**src/rtl/warp_sched_pkg.sv**
```systemverilog
package warp_sched_pkg;

    typedef enum logic [1:0] {
        ST_IDLE  = 2'd0,
        ST_ISSUE = 2'd1,
        ST_HOLD  = 2'd2
    } sched_state_t;

endpackage

```
**src/rtl/warp_ctx_table.sv**
```systemverilog
module warp_ctx_table #(
    parameter int NUM_WARPS = 24,
    parameter int THREADS   = 32,
    parameter int PC_W      = 16,
    localparam int WID_W    = $clog2(NUM_WARPS)
) (
    input  logic               clk,
    input  logic               rst_n,
    input  logic               launch_en,
    input  logic [WID_W-1:0]   launch_id,
    input  logic [PC_W-1:0]    launch_pc,
    input  logic [THREADS-1:0] launch_mask,
    input  logic               retire_en,
    input  logic [WID_W-1:0]   retire_id,
    input  logic               stall_en,
    input  logic [WID_W-1:0]   stall_id,
    input  logic               stall_long,
    input  logic               wake_en,
    input  logic [WID_W-1:0]   wake_id,
    input  logic               adv_en,
    input  logic [WID_W-1:0]   adv_id,
    input  logic [WID_W-1:0]   rd_id,
    output logic [PC_W-1:0]    rd_pc,
    output logic [THREADS-1:0] rd_mask,
    output logic [NUM_WARPS-1:0] valid_o,
    output logic [NUM_WARPS-1:0] short_o,
    output logic [NUM_WARPS-1:0] long_o,
    output logic [NUM_WARPS-1:0] ready_o
);

    logic [PC_W-1:0]    pc_arr   [NUM_WARPS];
    logic [THREADS-1:0] mask_arr [NUM_WARPS];

    for (genvar w = 0; w < NUM_WARPS; w++) begin : g_ctx
        logic               vld_r;
        logic               shs_r;
        logic               lgs_r;
        logic [PC_W-1:0]    pc_r;
        logic [THREADS-1:0] msk_r;

        always_ff @(posedge clk or negedge rst_n) begin
            if (!rst_n) begin
                vld_r <= 1'b0;
                shs_r <= 1'b0;
                lgs_r <= 1'b0;
                pc_r  <= '0;
                msk_r <= '0;
            end else begin
                if (adv_en && adv_id == WID_W'(w)) begin
                    pc_r <= pc_r + 1'b1;
                end
                if (stall_en && stall_id == WID_W'(w)) begin
                    if (stall_long) begin
                        lgs_r <= 1'b1;
                    end else begin
                        shs_r <= 1'b1;
                    end
                end
                if (wake_en && wake_id == WID_W'(w)) begin
                    shs_r <= 1'b0;
                    lgs_r <= 1'b0;
                end
                if (retire_en && retire_id == WID_W'(w)) begin
                    vld_r <= 1'b0;
                end
                if (launch_en && launch_id == WID_W'(w)) begin
                    vld_r <= 1'b1;
                    shs_r <= 1'b0;
                    lgs_r <= 1'b0;
                    pc_r  <= launch_pc;
                    msk_r <= launch_mask;
                end
            end
        end

        assign valid_o[w]  = vld_r;
        assign short_o[w]  = shs_r;
        assign long_o[w]   = lgs_r;
        assign ready_o[w]  = vld_r & ~shs_r & ~lgs_r;
        assign pc_arr[w]   = pc_r;
        assign mask_arr[w] = msk_r;
    end

    assign rd_pc   = pc_arr[rd_id];
    assign rd_mask = mask_arr[rd_id];

endmodule

```
**src/rtl/warp_rr_pick.sv**
```systemverilog
module warp_rr_pick #(
    parameter int NUM_WARPS = 24,
    localparam int WID_W    = $clog2(NUM_WARPS)
) (
    input  logic [NUM_WARPS-1:0] ready_i,
    input  logic [WID_W-1:0]     base_i,
    output logic                 found_o,
    output logic [WID_W-1:0]     pick_o
);

    always_comb begin
        int idx;
        found_o = 1'b0;
        pick_o  = '0;
        for (int k = 1; k <= NUM_WARPS; k++) begin
            idx = (int'(base_i) + k) % NUM_WARPS;
            if (!found_o && ready_i[idx]) begin
                found_o = 1'b1;
                pick_o  = WID_W'(idx);
            end
        end
    end

endmodule

```
**src/rtl/warp_lane_gate.sv**
```systemverilog
module warp_lane_gate #(
    parameter int THREADS   = 32,
    parameter int LANES     = 8,
    localparam int SUBCYC   = THREADS / LANES,
    localparam int SUB_W    = $clog2(SUBCYC)
) (
    input  logic               en_i,
    input  logic [SUB_W-1:0]   sub_i,
    input  logic [THREADS-1:0] mask_i,
    output logic [LANES-1:0]   lanes_o
);

    logic [LANES-1:0] slice [SUBCYC];
    logic [LANES-1:0] sel;

    for (genvar s = 0; s < SUBCYC; s++) begin : g_slice
        assign slice[s] = mask_i[s*LANES +: LANES];
    end

    assign sel = slice[sub_i];

    for (genvar g = 0; g < LANES; g++) begin : g_lane
        assign lanes_o[g] = en_i & sel[g];
    end

endmodule

```
**src/rtl/warp_issue_sched.sv**
```systemverilog
module warp_issue_sched #(
    parameter int NUM_WARPS = 24,
    parameter int THREADS   = 32,
    parameter int LANES     = 8,
    parameter int PC_W      = 16,
    localparam int WID_W    = $clog2(NUM_WARPS),
    localparam int SUBCYC   = THREADS / LANES,
    localparam int SUB_W    = $clog2(SUBCYC)
) (
    input  logic               clk,
    input  logic               rst_n,
    input  logic               coarse_mode,
    input  logic               launch_en,
    input  logic [WID_W-1:0]   launch_id,
    input  logic [PC_W-1:0]    launch_pc,
    input  logic [THREADS-1:0] launch_mask,
    input  logic               retire_en,
    input  logic [WID_W-1:0]   retire_id,
    input  logic               stall_en,
    input  logic [WID_W-1:0]   stall_id,
    input  logic               stall_long,
    input  logic               wake_en,
    input  logic [WID_W-1:0]   wake_id,
    output logic               issue_valid,
    output logic [WID_W-1:0]   issue_warp,
    output logic [SUB_W-1:0]   issue_sub,
    output logic [PC_W-1:0]    issue_pc,
    output logic [LANES-1:0]   lane_en
);
    import warp_sched_pkg::*;

    localparam logic [SUB_W-1:0] SUB_LAST  = SUB_W'(SUBCYC - 1);
    localparam logic [WID_W-1:0] WARP_LAST = WID_W'(NUM_WARPS - 1);

    sched_state_t      state_q, state_d;
    logic [WID_W-1:0]  cur_q, cur_d;
    logic [SUB_W-1:0]  sub_q, sub_d;
    logic              own_q, own_d;

    logic [NUM_WARPS-1:0] valid_v, short_v, long_v, ready_v;
    logic [PC_W-1:0]      cur_pc;
    logic [THREADS-1:0]   cur_mask;
    logic                 pick_found;
    logic [WID_W-1:0]     pick_id;
    logic                 boundary;
    logic                 group_done;
    logic                 cur_keep;

    assign group_done = (state_q == ST_ISSUE) && (sub_q == SUB_LAST);
    assign boundary   = (state_q != ST_ISSUE) || (sub_q == SUB_LAST);
    assign cur_keep   = coarse_mode && own_q && valid_v[cur_q] && !long_v[cur_q];

    warp_ctx_table #(
        .NUM_WARPS (NUM_WARPS),
        .THREADS   (THREADS),
        .PC_W      (PC_W)
    ) u_ctx (
        .clk         (clk),
        .rst_n       (rst_n),
        .launch_en   (launch_en),
        .launch_id   (launch_id),
        .launch_pc   (launch_pc),
        .launch_mask (launch_mask),
        .retire_en   (retire_en),
        .retire_id   (retire_id),
        .stall_en    (stall_en),
        .stall_id    (stall_id),
        .stall_long  (stall_long),
        .wake_en     (wake_en),
        .wake_id     (wake_id),
        .adv_en      (group_done),
        .adv_id      (cur_q),
        .rd_id       (cur_q),
        .rd_pc       (cur_pc),
        .rd_mask     (cur_mask),
        .valid_o     (valid_v),
        .short_o     (short_v),
        .long_o      (long_v),
        .ready_o     (ready_v)
    );

    warp_rr_pick #(
        .NUM_WARPS (NUM_WARPS)
    ) u_pick (
        .ready_i (ready_v),
        .base_i  (cur_q),
        .found_o (pick_found),
        .pick_o  (pick_id)
    );

    warp_lane_gate #(
        .THREADS (THREADS),
        .LANES   (LANES)
    ) u_gate (
        .en_i    (state_q == ST_ISSUE),
        .sub_i   (sub_q),
        .mask_i  (cur_mask),
        .lanes_o (lane_en)
    );

    // Next-state decision: only at group boundaries.
    always_comb begin
        state_d = state_q;
        cur_d   = cur_q;
        sub_d   = sub_q;
        own_d   = own_q;
        if (!boundary) begin
            sub_d = sub_q + 1'b1;
        end else if (cur_keep) begin
            sub_d = '0;
            if (short_v[cur_q]) begin
                state_d = ST_HOLD;
            end else begin
                state_d = ST_ISSUE;
            end
        end else if (pick_found) begin
            state_d = ST_ISSUE;
            cur_d   = pick_id;
            sub_d   = '0;
            own_d   = 1'b1;
        end else begin
            state_d = ST_IDLE;
            sub_d   = '0;
            own_d   = 1'b0;
        end
    end

    // State register.
    always_ff @(posedge clk or negedge rst_n) begin
        if (!rst_n) begin
            state_q <= ST_IDLE;
            cur_q   <= WARP_LAST;
            sub_q   <= '0;
            own_q   <= 1'b0;
        end else begin
            state_q <= state_d;
            cur_q   <= cur_d;
            sub_q   <= sub_d;
            own_q   <= own_d;
        end
    end

    // Outputs from the present state.
    always_comb begin
        issue_valid = 1'b0;
        issue_warp  = cur_q;
        issue_sub   = sub_q;
        issue_pc    = cur_pc;
        unique case (state_q)
            ST_ISSUE: issue_valid = 1'b1;
            ST_HOLD:  issue_valid = 1'b0;
            ST_IDLE:  issue_valid = 1'b0;
            default:  issue_valid = 1'b0;
        endcase
    end

endmodule

```
**config.mk**
```make
export PLATFORM = sky130hd
export DESIGN_NAME = warp_issue_sched
export DESIGN_NICKNAME = d
export VERILOG_FILES = /design/src/rtl/warp_sched_pkg.sv /design/src/rtl/warp_ctx_table.sv /design/src/rtl/warp_rr_pick.sv /design/src/rtl/warp_lane_gate.sv /design/src/rtl/warp_issue_sched.sv
export SDC_FILE = /design/constraint.sdc
export NUM_CORES = 2
export LEC_CHECK = 0
export BUFFER_PORTS_ARGS = -buffer_cell sky130_fd_sc_hd__buf_4
export CORE_MARGIN = 2
export CORE_UTILIZATION = 30
export DETAILED_ROUTE_END_ITERATION = 8
export GPL_ROUTABILITY_DRIVEN = 0
export PLACE_DENSITY = 0.46
export SETUP_SLACK_MARGIN = 0.15
export SYNTH_ARGS = -nofsm -noshare
export SYNTH_HDL_FRONTEND = slang
export SYNTH_SLANG_ARGS = --single-unit
```
**constraint.sdc**
```tcl
create_clock -name clk -period 7.92 [get_ports clk]
set_input_delay 0.792 -clock clk [delete_from_list [all_inputs] [get_ports clk]]
set_output_delay 0.792 -clock clk [all_outputs]
set_load 0.02 [all_outputs]
```
==> reports/qor.yml <==
sta:
  timing.setup.tns_ns: 0
  final_hold_viol_count: 0
  fin_crit_ns: 6.69
  fmax_ghz: 0.149
  setup_viol: 0
  post-route-period-util: 0.845
  rsz0062_at_grt: "no"
  finalMaxSlewViolations: 0
  skew_ns: 0.0369
  max_slew.worst_pin.slew_ns: 1.28
  slew_headroom: 0.145
clock_tree:
  postCtsSetupBuffers: 0
  cts-resized-gates: 0
  h-tree-depth: 4
  clock_sinks: 1234
  cts_tree: "done"
  clk_pin_slew_ns: 0.07
  cts_buffer_depth: 3
  cts_root_buf: "clkbuf_16"
  cts_made_buffers: 145
  insertion_delay_ns: 0.81
floorplan:
  die_w_um: 482
  core-area_um2: 227000
  rows: 175
  initial_core_util: 0.302
  die_area_um2: 232000
  die_h_um: 482
  ioPinCount: 108
run_status:
  run_status: "complete, no violations"
grt:
  grt_pass1_vias: 51100
  grt_antenna_before_repair: 17
  grt_pass1_wl_mm: 343
  grt_overflow_total: 0
  grt_max_degree: 163
  grt_usage: 0.196
synthesis:
  synth.distinct_cells: 101
  synthFlopType: "dfrtp_1"
  synth_most_common_cell: "nand2_1"
  syn_nets: 6589
  synth_top_cell_area_share: 0.450
  ys_seq_area_frac: 0.451
  synth.avg_cell_area_um2: 10.6
  yosysWarnings: 0
  synth-async-reset-ratio: 1.00
  yosysTopAreaCell: "dfrtp_1"
  ys_ff_latch: 1234
  synth_area_leaders: "dfrtp_1 45%, mux4_2 13%, mux2_2 8.7%"
  synth_cells: 6442
  netlist_area_um2: 68500
  synth_edf_count: 0
  synth_common_cells: "1294 x nand2_1, 1230 x dfrtp_1, 532 x mux2_2"
setup_path:
  required_ns: 7.13
  critPathCaptureType: "primary output"
  reg2reg_slack_ns: 1.51
  path_max_fanout: 57
  r2r-end: "issue_warp[1]"
  r2r_cells: 18
  rr_startpoint: "issue_warp[0]"
  critPathLaunchType: "flop"
  worstSetupPathType: "reg2out"
  crit_arrival_ns: 5.90
worst_hold_path:
  hp-start: "launch_mask[13]"
  hold_end: "u_ctx.g_ctx[15].msk_r[13]"
  hold_depth: 3
  hold_path.class: "in2reg"
routing:
  via_per_inst: 5.27
  vias: 49700
  drtPass1Iterations: 6
  drc: 0
  initialDrtViolationCount: 3791
  ant_nets: 0
  routed_wl_mm: 228
  wl_per_cell_um: 24.2
cells_and_area:
  final_nets: 6459
  drive_above_1_share: 0.228
  area_delta_synth_final_pct: 12.6
run:
  drv_cap: 0
placed_design:
  portBuffers: 107
  post-dp-hpwl_mm: 146
power:
  p_per_area_nw_per_um2: 395
  power_leakage_nw: 32.6
  finalPower_mw: 30.5
  ir_worst_vdd_v: 0.000310
==> sequential cells by signal, indices dropped and copies added (netlist names), 2 cells and up <==
register	cells
u_ctx.g_ctx.pc_r	384
issue_warp	5
issue_sub	2
u_ctx.g_ctx.lgs_r	24
u_ctx.g_ctx.vld_r	24
state_q	2
u_ctx.g_ctx.shs_r	24
u_ctx.g_ctx.msk_r	768
==> how the worst max path moves through the flow <==
stage | slack, ns | cells after the start | startpoint | to
final | 1.23 | 8 | issue_warp[0] | lane_en[6]
after global routing | 1.02 | 8 | issue_warp[0] | lane_en[6]
after CTS | 1.19 | 8 | issue_warp[0] | lane_en[6]
after detailed placement | 1.63 | 18 | issue_warp[0] | issue_warp[3]
after global placement | 1.68 | 17 | issue_warp[2] | issue_warp[3]
after floorplan | 1.54 | 22 | issue_warp[3] | issue_warp[3]
==> where the power goes <==
part	switching [mW]	internal [mW]
logic	7.93	6.19
registers	1.51	7.91
clock network	2.89	4.04
==> cells in the final DEF, fill, tap and decap left out, types with 10 or more instances in the layout <==
cell type | synthesis | layout
nor3b_1 | 41 | 40
nor3_1 | 33 | 33
o22ai_1 | 17 | 17
a211oi_1 | 12 | 12
a22oi_1 | 15 | 15
nand2_4 | 0 | 12
or3_1 | 16 | 16
o21ai_0 | 264 | 264
buf_4 | 11 | 192
and3_1 | 154 | 150
nand4_1 | 72 | 72
mux2i_1 | 109 | 109
a32oi_1 | 10 | 10
nand3_1 | 116 | 110
o211ai_1 | 19 | 19
or3b_2 | 15 | 15
dfrtp_1 | 1230 | 1227
clkbuf_16 | 0 | 147
clkinv_2 | 0 | 27
nand2_1 | 1294 | 1280
a21oi_1 | 347 | 347
nand3b_1 | 15 | 15
nor2_1 | 440 | 437
buf_12 | 0 | 10
clkbuf_1 | 409 | 26
mux4_2 | 388 | 388
mux2_2 | 532 | 532
inv_1 | 57 | 56
nand2b_1 | 43 | 42
ha_1 | 71 | 71
and2_1 | 20 | 18
xor2_1 | 271 | 271
a31oi_1 | 25 | 25
nor2b_1 | 33 | 31
xnor2_1 | 111 | 111
a21o_1 | 15 | 15
clkbuf_8 | 0 | 33
==> worst max-delay path: stages (launching register included) <==
cell,delay (ns)
dfstp_4,1.00
buf_4,0.72
buf_4,0.72
mux4_2,0.60
mux4_2,0.52
mux4_2,0.46
a22oi_1,0.45
nor2_1,0.21
buf_4,0.21
==> per-layer routing <==
metal,routed length [um],vias up,GRT usage
met2,112000,1232,0.333
met5,38,-,0
met1,99800,25800,0.261
li1,-,22400,-
met4,4960,6,0.0485
met3,11000,288,0.0302
==> cell families after synthesis <==
| family | after synthesis | share of synthesized area |
|---|---|---|
| buffers and inverters | 545 | 0.0316 |
| XOR/XNOR | 388 | 0.0505 |
| flip-flops | 1234 | 0.451 |
| AND/OR/NAND/NOR | 2337 | 0.150 |
| AO/OA/AOI/OAI | 835 | 0.0719 |
| multiplexers | 1030 | 0.231 |
| adder cells (fa/ha/maj) | 73 | 0.0133 |
==> metrics by stage <==
step / utilization / instance area [um^2] / cells / setup slack [ns] / hold slack, ns
detailed placement: 0.318 / 72200 / 9173 / 1.63 / 0.458
global route: 0.340 / 77100 / 9436 / 1.02 / 0.306
global placement: 0.318 / 72200 / 9173 / 1.68 / 0.453
CTS: 0.340 / 77100 / 9433 / 1.19 / 0.276
floorplan: - / 68500 / 6442 / 1.54 / 0.441
finish: 0.340 / 77100 / 9436 / 1.23 / 0.340
==> cell type report <==
class	count	area, um^2
Tap cell	3009	3760
Timing Repair Buffer	204	1680
Multi-Input combinational cell	4663	35600
Clock inverter	53	674
Inverter	64	244
Sequential cell	1234	30900
Antenna cell	3	7.51
Clock buffer	206	4230
Fill cell	22500	150000
==> timing repair <==
| action | in CTS | in global routing |
|---|---|---|
| endpoints found under the hold margin | 48 | 0 |
| endpoints found under the setup margin | 0 | 0 |
| hold buffers | 1 | 0 |
Power figures use the tool's default switching activity.
